### src/rtl/pbk_pkg.sv
package pbk_pkg;

  typedef enum logic [2:0] {
    ST_IDLE  = 3'd0,
    ST_WAIT  = 3'd1,
    ST_PRIME = 3'd2,
    ST_PLAY  = 3'd3,
    ST_DRAIN = 3'd4
  } pbk_state_e;

  // Playback is live in the play and drain states
  function automatic logic is_playing(input pbk_state_e s);
    return (s == ST_PLAY) || (s == ST_DRAIN);
  endfunction

  // States in which the zero flag is forced high
  function automatic logic holds_zero(input pbk_state_e s);
    return (s == ST_IDLE) || (s == ST_WAIT);
  endfunction

  // Next zero-run value: clear on nonzero, else saturating increment
  function automatic int unsigned zero_run_next(input int unsigned cur,
                                                input int unsigned cap,
                                                input logic nonzero);
    if (nonzero) return 0;
    if (cur >= cap) return cap;
    return cur + 1;
  endfunction

endpackage

### src/rtl/pbk_seq.sv
module pbk_seq
  import pbk_pkg::*;
(
  input  logic       clk,
  input  logic       rst_n,
  input  logic       cfg_i,
  input  logic       susp_i,
  input  logic       pkt_i,
  input  logic       eos_i,
  input  logic       buf_empty_i,
  output pbk_state_e state_o,
  output logic       ev_start_o,
  output logic       ev_drained_o
);

  pbk_state_e state_q, state_d;
  logic       link_up;

  assign link_up = cfg_i && !susp_i;

  always_comb begin
    state_d = state_q;
    if (!link_up) begin
      state_d = ST_IDLE;
    end else begin
      unique case (state_q)
        ST_IDLE:  state_d = ST_WAIT;
        ST_WAIT:  if (pkt_i)       state_d = ST_PRIME;
        ST_PRIME: if (pkt_i)       state_d = ST_PLAY;
        ST_PLAY:  if (eos_i)       state_d = ST_DRAIN;
        ST_DRAIN: if (buf_empty_i) state_d = ST_WAIT;
        default:                   state_d = ST_IDLE;
      endcase
    end
  end

  always_ff @(posedge clk or negedge rst_n) begin
    if (!rst_n) state_q <= ST_IDLE;
    else        state_q <= state_d;
  end

  assign state_o      = state_q;
  assign ev_start_o   = link_up && (state_q == ST_PRIME) && pkt_i;
  assign ev_drained_o = link_up && (state_q == ST_DRAIN) && buf_empty_i;

endmodule

### src/rtl/pbk_zero_det.sv
module pbk_zero_det #(
  parameter int unsigned SW       = 16,
  parameter int unsigned NCH      = 2,
  parameter int unsigned ZERO_RUN = 102,
  localparam int unsigned CW      = $clog2(ZERO_RUN + 1)
) (
  input  logic                    clk,
  input  logic                    rst_n,
  input  logic                    stb_i,
  input  logic [NCH-1:0][SW-1:0]  smp_i,
  output logic [CW-1:0]           cnt_o,
  output logic                    full_o,
  output logic                    nonzero_o
);

  logic [NCH-1:0] ch_nz;
  logic [CW-1:0]  cnt_q;

  for (genvar c = 0; c < NCH; c++) begin : g_ch
    assign ch_nz[c] = |smp_i[c];
  end

  assign nonzero_o = |ch_nz;

  always_ff @(posedge clk or negedge rst_n) begin
    if (!rst_n) begin
      cnt_q <= '0;
    end else if (stb_i) begin
      cnt_q <= CW'(pbk_pkg::zero_run_next(32'(cnt_q), ZERO_RUN, nonzero_o));
    end
  end

  assign cnt_o  = cnt_q;
  assign full_o = (cnt_q == CW'(ZERO_RUN));

endmodule

### src/rtl/pbk_flags.sv
module pbk_flags
  import pbk_pkg::*;
(
  input  logic       clk,
  input  logic       rst_n,
  input  pbk_state_e state_i,
  input  logic       susp_i,
  input  logic       run_full_i,
  output logic       play_en_o,
  output logic       force_zero_o,
  output logic       play_n_o,
  output logic       susp_n_o,
  output logic       zero_o,
  output logic       hold_o
);

  logic susp_q;
  logic live;

  always_ff @(posedge clk or negedge rst_n) begin
    if (!rst_n) susp_q <= 1'b0;
    else        susp_q <= susp_i;
  end

  assign live         = is_playing(state_i);
  assign hold_o       = holds_zero(state_i);
  assign play_en_o    = live;
  assign force_zero_o = !live;
  assign play_n_o     = !live;
  assign susp_n_o     = !susp_q;
  assign zero_o       = hold_o || run_full_i;

endmodule

### src/rtl/pbk_status_ctrl.sv
module pbk_status_ctrl
  import pbk_pkg::*;
#(
  parameter int unsigned SW       = 16,
  parameter int unsigned ZERO_RUN = 102,
  localparam int unsigned NCH     = 2,
  localparam int unsigned CW      = $clog2(ZERO_RUN + 1)
) (
  input  logic          clk,
  input  logic          rst_n,
  input  logic          cfg_i,
  input  logic          susp_i,
  input  logic          pkt_i,
  input  logic          eos_i,
  input  logic          buf_empty_i,
  input  logic          smp_stb_i,
  input  logic [SW-1:0] smp_l_i,
  input  logic [SW-1:0] smp_r_i,
  output logic          play_en_o,
  output logic          force_zero_o,
  output logic          play_n_o,
  output logic          susp_n_o,
  output logic          zero_o
);

  pbk_state_e           st_w;
  logic                 ev_start_w;
  logic                 ev_drained_w;
  logic [CW-1:0]        zcnt_w;
  logic                 zfull_w;
  logic                 nonzero_w;
  logic                 hold_w;
  logic [NCH-1:0][SW-1:0] smp_w;

  assign smp_w[0] = smp_l_i;
  assign smp_w[1] = smp_r_i;

  pbk_seq u_seq (
    .clk          (clk),
    .rst_n        (rst_n),
    .cfg_i        (cfg_i),
    .susp_i       (susp_i),
    .pkt_i        (pkt_i),
    .eos_i        (eos_i),
    .buf_empty_i  (buf_empty_i),
    .state_o      (st_w),
    .ev_start_o   (ev_start_w),
    .ev_drained_o (ev_drained_w)
  );

  pbk_zero_det #(.SW(SW), .NCH(NCH), .ZERO_RUN(ZERO_RUN)) u_zero (
    .clk       (clk),
    .rst_n     (rst_n),
    .stb_i     (smp_stb_i),
    .smp_i     (smp_w),
    .cnt_o     (zcnt_w),
    .full_o    (zfull_w),
    .nonzero_o (nonzero_w)
  );

  pbk_flags u_flags (
    .clk          (clk),
    .rst_n        (rst_n),
    .state_i      (st_w),
    .susp_i       (susp_i),
    .run_full_i   (zfull_w),
    .play_en_o    (play_en_o),
    .force_zero_o (force_zero_o),
    .play_n_o     (play_n_o),
    .susp_n_o     (susp_n_o),
    .zero_o       (zero_o),
    .hold_o       (hold_w)
  );

endmodule

### config.mk
export PLATFORM = sky130hd
export DESIGN_NAME = pbk_status_ctrl
export DESIGN_NICKNAME = d
export VERILOG_FILES = /design/src/rtl/pbk_pkg.sv /design/src/rtl/pbk_seq.sv /design/src/rtl/pbk_zero_det.sv /design/src/rtl/pbk_flags.sv /design/src/rtl/pbk_status_ctrl.sv
export SDC_FILE = /design/constraint.sdc
export NUM_CORES = 1
export LEC_CHECK = 0
export BUFFER_PORTS_ARGS = -buffer_cell sky130_fd_sc_hd__buf_4
export CAP_MARGIN = 15
export CORE_MARGIN = 1
export CORE_UTILIZATION = 38
export CTS_CLUSTER_DIAMETER = 80
export DETAILED_ROUTE_END_ITERATION = 10
export PLACE_DENSITY_LB_ADDON = 0.2
export SLEW_MARGIN = 20
export SYNTH_ARGS = -nofsm -noshare
export SYNTH_HDL_FRONTEND = slang
export SYNTH_HIERARCHICAL = 1
export SYNTH_SLANG_ARGS = --single-unit
### constraint.sdc
create_clock -name clk -period 1.4 [get_ports clk]
set_input_delay 0.14 -clock clk [delete_from_list [all_inputs] [get_ports clk]]
set_output_delay 0.14 -clock clk [all_outputs]
set_load 0.02 [all_outputs]
After elaboration in Yosys (flattened, before gate mapping)
Index checks and enable logic that the tools add are counted.

Register bits after elaboration: 11. Input bits: 40. Output and inout bits: 5.

Add/sub/neg operators: 1. Order comparisons: 1. Equality and inequality tests: 9. Muxes and demuxes: 14. Reductions and logical operators: 10.

Operator list (count): $reduce_or A32 Y1 (1); $mux W7 (3); $mux W3 (5); $pmux W3 S5 (1); $ne A3 B3 Y1 const B (4); $add A7 B1 Y7 const B (1); $eq A7 B7 Y1 const B (1); $ge A7 B7 Y1 const B (1); $eq A3 B2 Y1 const B (2); $mux W1 (5); $reduce_and A4 Y1 (1); $eq A3 B1 Y1 const B (1); $eq A3 B3 Y1 const B (1); $logic_not A1 Y1 (3); $logic_not A3 Y1 (1); $logic_or A1 B1 Y1 (3); $logic_and A1 B1 Y1 (1).

Logic depth before layout (Yosys ltp)
Gate-level depths: netlist (run 1).

Depth in word-level cells: 7. Mapped depth: 6. Gate-level depth less buffers: 6.

Modules after synthesis
Netlist (run 1), hierarchy kept.

Modules (own cells, without submodules): pbk_zero_det (times used 1, cells an instance 54, area an instance 481.7 um^2); pbk_seq (times used 1, cells an instance 28, area an instance 219.0 um^2); pbk_flags (times used 1, cells an instance 9, area an instance 71.3 um^2).

Least setup slack after synthesis (run 1)
OpenSTA, ideal clock, no wires.

Kind: flip-flop to flip-flop. Start point: reg u_zero.cnt_q[1] (netlist: u_zero/cnt_o[1]). End point: reg u_zero.cnt_q[4] (netlist: u_zero/cnt_o[4]). Setup time: 0.065 ns. Data arrival time: 1.456 ns. Path slack: -0.120 ns. Stages on the path, launching flop included: 6. Buffers on the path: 0. Clock period less this slack: 1.520 ns. Path through: dfrtp_1 > ha_1 > nand3_1 > or3_1 > a2111oi_0 > a21o_1.

Word-level cells in the longest chain between the ends: 6.

RTL lines: from (decl) (line pbk_zero_det.sv:17) `logic [CW-1:0] cnt_q;`; from (signal assigned) (line pbk_zero_det.sv:29) `cnt_q <= CW'(pbk_pkg::zero_run_next(32'(cnt_q), ZERO_RUN, nonzero_o));`; $ge A7 B7 Y1 (line pbk_pkg.sv:26) `if (cur >= cap) return cap;`; $mux W1 (2 in a row) (line pbk_pkg.sv:26); $mux W1 (line pbk_zero_det.sv:28) `end else if (stb_i) begin`; $mux W7 * (line pbk_pkg.sv:27) `return cur + 1;`; $mux W7 * (line pbk_pkg.sv:26).

Mark *: on every way between the ends. The rest lies on a longest branch, timed or not. The select of a mux whose other input is x is not followed. A chain may end at the register's enable or synchronous reset.

Final worst setup path (run 1)
Start point: reg u_zero.cnt_q[1] (netlist: u_zero/cnt_o[1]). End point: reg u_zero.cnt_q[2] (netlist: u_zero/cnt_o[2]).

Same word-level chain as after synthesis.

==> results.py, run 1 <==
metrics = {
    "status": {
        "outcome": "complete, but fails checks",
        "failed_checks": "negative setup slack",
    },
    "route": {
        "dr.pass1.iters": 4,
        "drc": 0,
        "drt_wl_total_um": 2230,
        "vias": 937,
        "dr.first_iter.drc_count": 16,
        "wl_per_cell_um": 13.0,
        "antenna_left": 0,
        "avgViaCountPerCell": 5.48,
    },
    "global_route": {
        "antenna_found_initial": 0,
        "grt_usage_pct": 22.2,
        "grt_pass1_wl_um": 3350,
        "grt_max_degree": 12,
        "grt_pass1_vias": 871,
        "gr-total-overflow": 0,
    },
    "clock_network": {
        "cts-root-buf": "clkbuf_4",
        "clk_latency_ns": 0.26,
        "htree_levels": 1,
        "cts_tree": "yes",
        "cts_buffers": 3,
        "clk_pin_slew_worst_paths_ns": 0.08,
        "clock_sinks": 11,
        "clockBufferDepth": 2,
    },
    "timing": {
        "period_share_pct": 112,
        "period_needed_ns": 1.57,
        "worstMarginPinSlew_ns": 0.503,
        "setup_slack_ns": -0.174,
        "timing.final.hold_violations": 0,
        "rsz0062_at_grt": "yes",
        "maxSlewHeadroom_pct": 66.4,
        "maxSlewViolCount": 0,
        "fmax_mhz": 635,
        "setup_viol": 6,
        "worst_clock_skew_ns": 0.00914,
    },
    "power_and_ir_drop": {
        "p_leak_nw": 0.573,
        "vdd_ir_drop_max_uv": 422,
        "p_per_area_nw_per_um2": 499,
    },
    "floorplanning": {
        "die-area_um2": 2140,
        "fp-row-count": 15,
        "initial_core_util_pct": 41.8,
        "boundaryPins": 45,
        "die_y_um": 46.3,
        "coreArea_um2": 1780,
        "die_w_um": 46.3,
    },
    "placement": {
        "placed_cell_area_um2": 1170,
        "dp_hpwl_um": 1620,
        "globalplace.congestion": 0.888,
        "dp_slack_ns": -0.108,
        "port_buffers": 44,
    },
    "final_layout": {
        "layout_commonest_cell": "buf_4",
        "diodes": 0,
        "area_growth_pct": 82.7,
        "layout-drive-gt1-share_pct": 58.2,
        "final_nets": 189,
        "final_area_um2": 1360,
        "mostFrequentLayoutCells": "buf_4 (56), nor4_1 (9), nand2_1 (8), dfrtp_1 (7), a21oi_1 (5)",
    },
    "logic_synthesis": {
        "syn_avg_cell_area_um2": 8.77,
        "postSynthNetCount": 127,
        "yosysWarnings": 6,
        "syn_area_um2": 746,
        "syn_inst": 85,
    },
    "worst_hold_path": {
        "min_path_type": "input port to flop",
    },
    "critical_path": {
        "crit_required_ns": 1.56,
        "cp.arrival_ns": 1.74,
        "start_kind": "flop",
        "endpoint_kind": "flop",
        "critPathMaxFanout": 3,
        "path_class": "flop to flop",
    },
    "job": {
        "cap_violations": 0,
    },
}
[path summary, 6_finish.rpt]
kind | from | end | slack, ns | depth (start not counted)
setup / recovery | u_zero/cnt_o[1] | u_zero/cnt_o[2] | -0.17 | 5
max in group asynchronous | rst_n | u_seq/state_o[0] | 0.98 | 2
hold reg to reg | u_zero/cnt_o[5] | u_zero/cnt_o[5] | 0.57 | 1
setup reg to reg | u_zero/cnt_o[1] | u_zero/cnt_o[2] | -0.17 | 5
hold / removal | smp_stb_i | u_zero/cnt_o[6] | 0.11 | 2
min in group asynchronous | rst_n | u_zero/cnt_o[2] | 0.24 | 2
[state kept, by name (all words and copies together), names as in the netlist]
register and flops:
u_zero/cnt_o 7, u_seq/state_o 3, u_flags/susp_q 1
[critical path: stages (launching register included)]
cell and delay [ns]:
dfrtp_2 0.45, ha_4 0.18, o21ai_0 0.23, a21oi_1 0.21, o21a_1 0.22, o22a_2 0.19
[through the flow]
stage | cells | total power, W | hold WS, ns | setup TNS, ns | utilization [%]
after floorplan | 85 | 0.000363 | -0.156 | -0.0684 | -
after global placement | 160 | 0.000461 | -0.0166 | -0.242 | 65.4
after detailed placement | 160 | 0.000464 | -0.0176 | -0.427 | 65.4
after CTS | 170 | 0.000684 | 0.101 | -0.668 | 71.6
after global routing | 171 | 0.000718 | 0.0965 | -1.20 | 76.4
final | 171 | 0.000680 | 0.109 | -0.768 | 76.4
[routing by layer]
metal  share of wire (%)  up-vias  wire [um]  track usage, %
met4                0.54        0         12            7.06
met2                  52       52       1150            39.2
met1                  42      429        946            26.4
met5                   0        -          0               0
li1                    -      454          -               -
met3                 5.4        2        120            4.71
[final cells by class]
class | count | area, um^2
fill | 130 | 420
sequential | 11 | 280
tap | 25 | 31.3
timing repair buffer | 60 | 463
multi-input combinational | 68 | 551
clock buffer | 4 | 26.3
inverter | 3 | 11.3
[power by group]
group          leakage (nW)  switching [W]  internal (W)  total [W]
logic                 0.414      0.0000473     0.0000896   0.000137
clock network        0.0150       0.000104      0.000110   0.000214
registers             0.144     0.00000701      0.000322   0.000329
[timing repair]
action / CTS / global route
buffers inserted: 4 / 1
gates resized for setup: 9 / 12
hold buffers: 2 / 0
endpoints found under the setup margin: 8 / 9
pin swaps: 4 / 5
hold endpoints to repair: 12 / 0
No activity file was read; power rests on OpenSTA's default activity.
==> inputs of run 2 (changes only) <==
- REMOVE_ABC_BUFFERS: not set -> 1
==> run 2 against run 1 <==
The run still ends with negative setup slack left. Non-clock buffer count grew 2. Hold slack lost 0.0066 ns. Clock power is essentially flat. Power grew 0.36%. Wire length grew 10%. Sequential share of layout area shrank 0.22 points. Sequential power barely moved. Final area rose by 1.1%. Die area stayed put. Cell count is 1.2% higher. Critical endpoint is now zero_o.
==> results.py, run 2 (same netlist as run 1, synthesis figures left out) <==
metrics = {
    "status": {
        "outcome": "complete, but fails checks",
        "failed_checks": "negative setup slack",
    },
    "job": {
        "cap_violations": 0,
    },
    "worst_hold_path": {
        "min_path_type": "input port to flop",
        "holdPathStages": 2,
        "hold_path_end": "u_zero/cnt_o[6]",
        "hold_path_startpoint": "smp_stb_i",
    },
    "clock_network": {
        "clk_latency_ns": 0.26,
        "clk_pin_slew_worst_paths_ns": 0.07,
        "cts_tree": "yes",
        "cts-root-buf": "clkbuf_4",
        "clockBufferDepth": 2,
        "cts_buffers": 3,
        "clock_sinks": 11,
        "htree_levels": 1,
    },
    "timing": {
        "timing.final.hold_violations": 0,
        "worstMarginPinSlew_ns": 0.452,
        "setup_slack_ns": -0.181,
        "worst_clock_skew_ns": 0.00176,
        "rsz0062_at_grt": "yes",
        "setup_viol": 6,
        "fmax_mhz": 633,
        "maxSlewHeadroom_pct": 69.9,
        "setup_tns_ns": -0.627,
        "period_needed_ns": 1.58,
        "maxSlewViolCount": 0,
        "period_share_pct": 113,
    },
    "critical_path": {
        "start_kind": "flop",
        "ff2ff_path_depth": 6,
        "endpoint_kind": "output port",
        "rr_endpoint": "u_zero/cnt_o[4]",
        "crit_required_ns": 1.26,
        "critPathMaxFanout": 2,
        "r2r_slack_ns": -0.17,
        "crit_slowest_cell": "dfrtp_1",
        "path_buf_inv": 2,
        "cp.arrival_ns": 1.44,
        "r2r_start": "u_zero/cnt_o[0]",
        "max_stage_delay_ns": 0.40,
        "worstPathCellList": "inv_2 -> ha_4 -> nand2_2 -> nor4_2 -> or2_1 -> buf_6",
        "path_class": "flop to output port",
        "critPathTopFamily": "simple AND/OR/NAND/NOR gates",
    },
    "global_route": {
        "grt_usage_pct": 21.8,
        "gr-total-overflow": 0,
        "grt_pass1_vias": 778,
        "grt_max_degree": 12,
        "antenna_found_initial": 0,
        "grt_pass1_wl_um": 3240,
    },
    "floorplanning": {
        "coreArea_um2": 1780,
        "initial_core_util_pct": 41.8,
        "die_y_um": 46.3,
        "die_w_um": 46.3,
        "fp-row-count": 15,
        "boundaryPins": 45,
        "die-area_um2": 2140,
    },
    "placement": {
        "placed_cell_area_um2": 1140,
        "dp_hpwl_um": 1630,
        "dp_slack_ns": -0.220,
        "globalplace.congestion": 0.747,
        "port_buffers": 44,
    },
    "final_layout": {
        "fill_cells": 120,
        "area_growth_pct": 84.7,
        "largest_reg_flops": 7,
        "diodes": 0,
        "final_nets": 191,
        "layout-drive-gt1-share_pct": 60.1,
        "final_area_um2": 1380,
        "layout_commonest_cell": "buf_4",
        "mostFrequentLayoutCells": "buf_4 (57), nor4_1 (9), nand2_1 (8), dfrtp_1 (7)",
    },
    "route": {
        "dr.first_iter.drc_count": 18,
        "vias": 936,
        "dr.pass1.iters": 4,
        "avgViaCountPerCell": 5.41,
        "drc": 0,
        "drt_wl_total_um": 2460,
        "wl_per_cell_um": 14.2,
        "antenna_left": 0,
    },
    "power_and_ir_drop": {
        "p_leak_nw": 0.586,
        "finalPower_w": 0.000683,
        "vdd_ir_drop_max_uv": 602,
        "p_per_area_nw_per_um2": 496,
    },
}
==> run 2: worst max path at each step <==
stage	slack [ns]	cells after the start	startpoint	to
floorplan	-0.12	5	u_zero/cnt_o[1]	u_zero/cnt_o[4]
global placement	-0.13	5	u_zero/cnt_o[1]	u_zero/cnt_o[4]
detailed placement	-0.22	5	u_zero/cnt_o[1]	u_zero/cnt_o[4]
CTS	-0.20	6	u_zero/cnt_o[0]	zero_o
global route	-0.27	6	u_zero/cnt_o[0]	u_zero/cnt_o[4]
finish	-0.18	6	u_zero/cnt_o[0]	zero_o
==> run 2: timing repair <==
item,in CTS,in global routing
hold endpoints to repair,12,0
hold buffers,2,0
gates resized for setup,20,10
pin swaps,7,7
setup buffers,5,3
endpoints found under the setup margin,9,9
==> run 2: stage by stage <==
stage	instances	hold slack, ns	util (%)
4_1_cts	170	0.0896	72.8
5_1_grt	173	0.0967	77.3
2_1_floorplan	82	-0.156	-
6_report	173	0.103	77.3
3_5_place_dp	159	-0.0161	64.1
3_3_place_gp	159	-0.0162	64.1
==> run 2: power breakdown <==
group          switching, W  internal [W]  total (W)  leakage, nW
Sequential       0.00000664      0.000322   0.000329        0.144
Clock              0.000107      0.000110   0.000217       0.0150
Combinational     0.0000481     0.0000888   0.000137        0.427
Total              0.000162      0.000521   0.000683        0.586
==> run 2: metal layers <==
metal  vias up  wire, um  global-route usage (%)  part of all wire [%]
met4         0        14                    11.8                  0.57
met1       436       996                    24.3                    40
li1        457         -                       -                     -
met2        41      1300                    39.2                    53
met5         -         0                       0                     0
met3         2       153                    3.14                   6.2
==> run 2: cell type report <==
cell class / instances / area (um^2) / share of cell area [%]
tap: 25 / 31.3 / 2.27
timing repair buffer: 62 / 482 / 35.0
clock buffer: 4 / 26.3 / 1.91
sequential: 11 / 280 / 20.3
inverter: 3 / 11.3 / 0.817
multi-input combinational: 68 / 547 / 39.7
==> run 2: worst register-to-register path, delay by kind of cell, from the launching register on <==
family	cells	cell delay, ns
compound gates	2	0.39
fa+ha+maj	1	0.16
buf+inv	1	0.13
flops	1	0.38
simple gates	2	0.44
==> inputs of run 3 (changes only) <==
- ABC_AREA: not set -> 1
- CORE_UTILIZATION: 38 -> 41
==> run 3 against run 2 <==
The flow still finishes with violations (negative setup slack). Combinational power is 15% higher. Sequential cell count is the same. Global-route usage is 0.064 points lower. Via count rose by 16%. Clock skew rose by 0.0087 ns. Sequential power hardly changed. Critical path depth unchanged.
==> results.py, run 3 <==
metrics = {
    "status": {
        "outcome": "complete, but fails checks",
        "failed_checks": "negative setup slack",
    },
    "critical_path": {
        "path_class": "flop to output port",
        "endpoint_kind": "output port",
        "cp.arrival_ns": 1.36,
        "start_kind": "flop",
        "crit_required_ns": 1.26,
        "critPathMaxFanout": 2,
    },
    "global_route": {
        "grt_usage_pct": 21.8,
        "grt_pass1_wl_um": 4220,
        "grt_pass1_vias": 1063,
        "grt_max_degree": 12,
        "gr-total-overflow": 0,
        "antenna_found_initial": 0,
    },
    "power_and_ir_drop": {
        "p_leak_nw": 0.768,
        "vdd_ir_drop_max_uv": 448,
        "p_per_area_nw_per_um2": 520,
    },
    "final_layout": {
        "layout-drive-gt1-share_pct": 36.3,
        "area_growth_pct": 48.2,
        "layout_commonest_cell": "buf_4",
        "final_area_um2": 1380,
        "post-route-util_pct": 67.4,
        "final_nets": 247,
        "diodes": 0,
        "largest_reg_flops": 7,
        "mostFrequentLayoutCells": "buf_4 (50), nand2_1 (47), nor2_1 (30), nand3_1 (17), inv_1 (16)",
    },
    "logic_synthesis": {
        "yosysWarnings": 6,
        "syn_area_um2": 928,
        "syn_inst": 150,
        "syn_avg_cell_area_um2": 6.19,
    },
    "placement": {
        "dp_slack_ns": 0.123,
        "port_buffers": 44,
        "dp_hpwl_um": 1780,
        "globalplace.congestion": 0.869,
        "placed_cell_area_um2": 1270,
    },
    "timing": {
        "period_needed_ns": 1.50,
        "worstMarginPinSlew_ns": 0.286,
        "worst_clock_skew_ns": 0.0104,
        "setup_tns_ns": -0.101,
        "setup_slack_ns": -0.101,
        "timing.final.hold_violations": 0,
        "fmax_mhz": 666,
        "rsz0062_at_grt": "yes",
        "setup_viol": 1,
        "maxSlewHeadroom_pct": 80.9,
        "period_share_pct": 107,
        "maxSlewViolCount": 0,
    },
    "clock_network": {
        "htree_levels": 1,
        "cts_buffers": 3,
        "clk_latency_ns": 0.28,
        "clockBufferDepth": 2,
        "cts_tree": "yes",
        "clock_sinks": 11,
        "cts-root-buf": "clkbuf_4",
        "clk_pin_slew_worst_paths_ns": 0.09,
    },
    "route": {
        "vias": 1090,
        "drt_wl_total_um": 2370,
        "drc": 0,
        "dr.first_iter.drc_count": 27,
        "antenna_left": 0,
        "wl_per_cell_um": 10.2,
        "dr.pass1.iters": 4,
        "avgViaCountPerCell": 4.72,
    },
    "floorplanning": {
        "die-area_um2": 2460,
        "die_w_um": 49.6,
        "die_y_um": 49.6,
        "coreArea_um2": 2040,
        "fp-row-count": 16,
        "initial_core_util_pct": 45.5,
        "boundaryPins": 45,
    },
    "worst_hold_path": {
        "min_path_type": "input port to flop",
    },
    "job": {
        "cap_violations": 0,
    },
}
## run 3: critical path: stages (launching register included)
cell and delay [ns]:
dfrtp_1 0.39, inv_1 0.06, ha_2 0.16, nand2_2 0.06, nor4_1 0.15, or2_1 0.14, buf_6 0.11
## run 3: what timing repair did
| action | CTS | global route |
|---|---|---|
| pin swaps | 3 | 0 |
| endpoints found under the setup margin | 3 | 6 |
| resized for setup | 4 | 2 |
| hold endpoints to repair | 12 | 0 |
| cloned | 0 | 0 |
| setup buffers | 2 | 4 |
| hold buffers | 2 | 0 |
## run 3: power breakdown
part	switching [W]	internal, W
clock	0.000127	0.000106
sequential	0.00000451	0.000322
combinational	0.0000586	0.0000981
## run 3: final timing paths
check / slack [ns] / cells past startpoint / start / endpoint
worst max-delay path: -0.10 / 6 / u_zero/cnt_o[0] / zero_o
worst min-delay path: 0.11 / 3 / pkt_i / u_seq/state_o[1]
worst max register to register: 0.11 / 10 / u_zero/cnt_o[0] / u_zero/cnt_o[4]
worst min register to register: 0.54 / 2 / u_zero/cnt_o[6] / u_zero/cnt_o[6]
max in group asynchronous: 1.02 / 2 / rst_n / u_seq/state_o[2]
min in group asynchronous: 0.22 / 2 / rst_n / u_seq/state_o[1]
## run 3: cell type report
type / count / area (um^2)
Fill cell: 187 / 666
Multi-Input combinational cell: 119 / 566
Inverter: 17 / 63.8
Clock buffer: 3 / 22.5
Clock inverter: 1 / 5.00
Timing Repair Buffer: 53 / 407
Tap cell: 27 / 33.8
Sequential cell: 11 / 279
## run 3: metrics by stage
step / total power [W] / hold slack (ns) / instances
floorplan: 0.000373 / -0.156 / 147
global placement: 0.000472 / -0.0188 / 219
detailed placement: 0.000477 / -0.0173 / 219
CTS: 0.000715 / 0.0976 / 227
global route: 0.000756 / 0.112 / 231
finish: 0.000716 / 0.115 / 231
## run 3: per-layer routing
metal  track usage (%)  wire (um)  vias up
met1              23.5        950      480
met2              41.7       1270       39
met5                 0          0        -
li1                  -          -      571
met3              4.94        141        0
met4              5.71          0        0
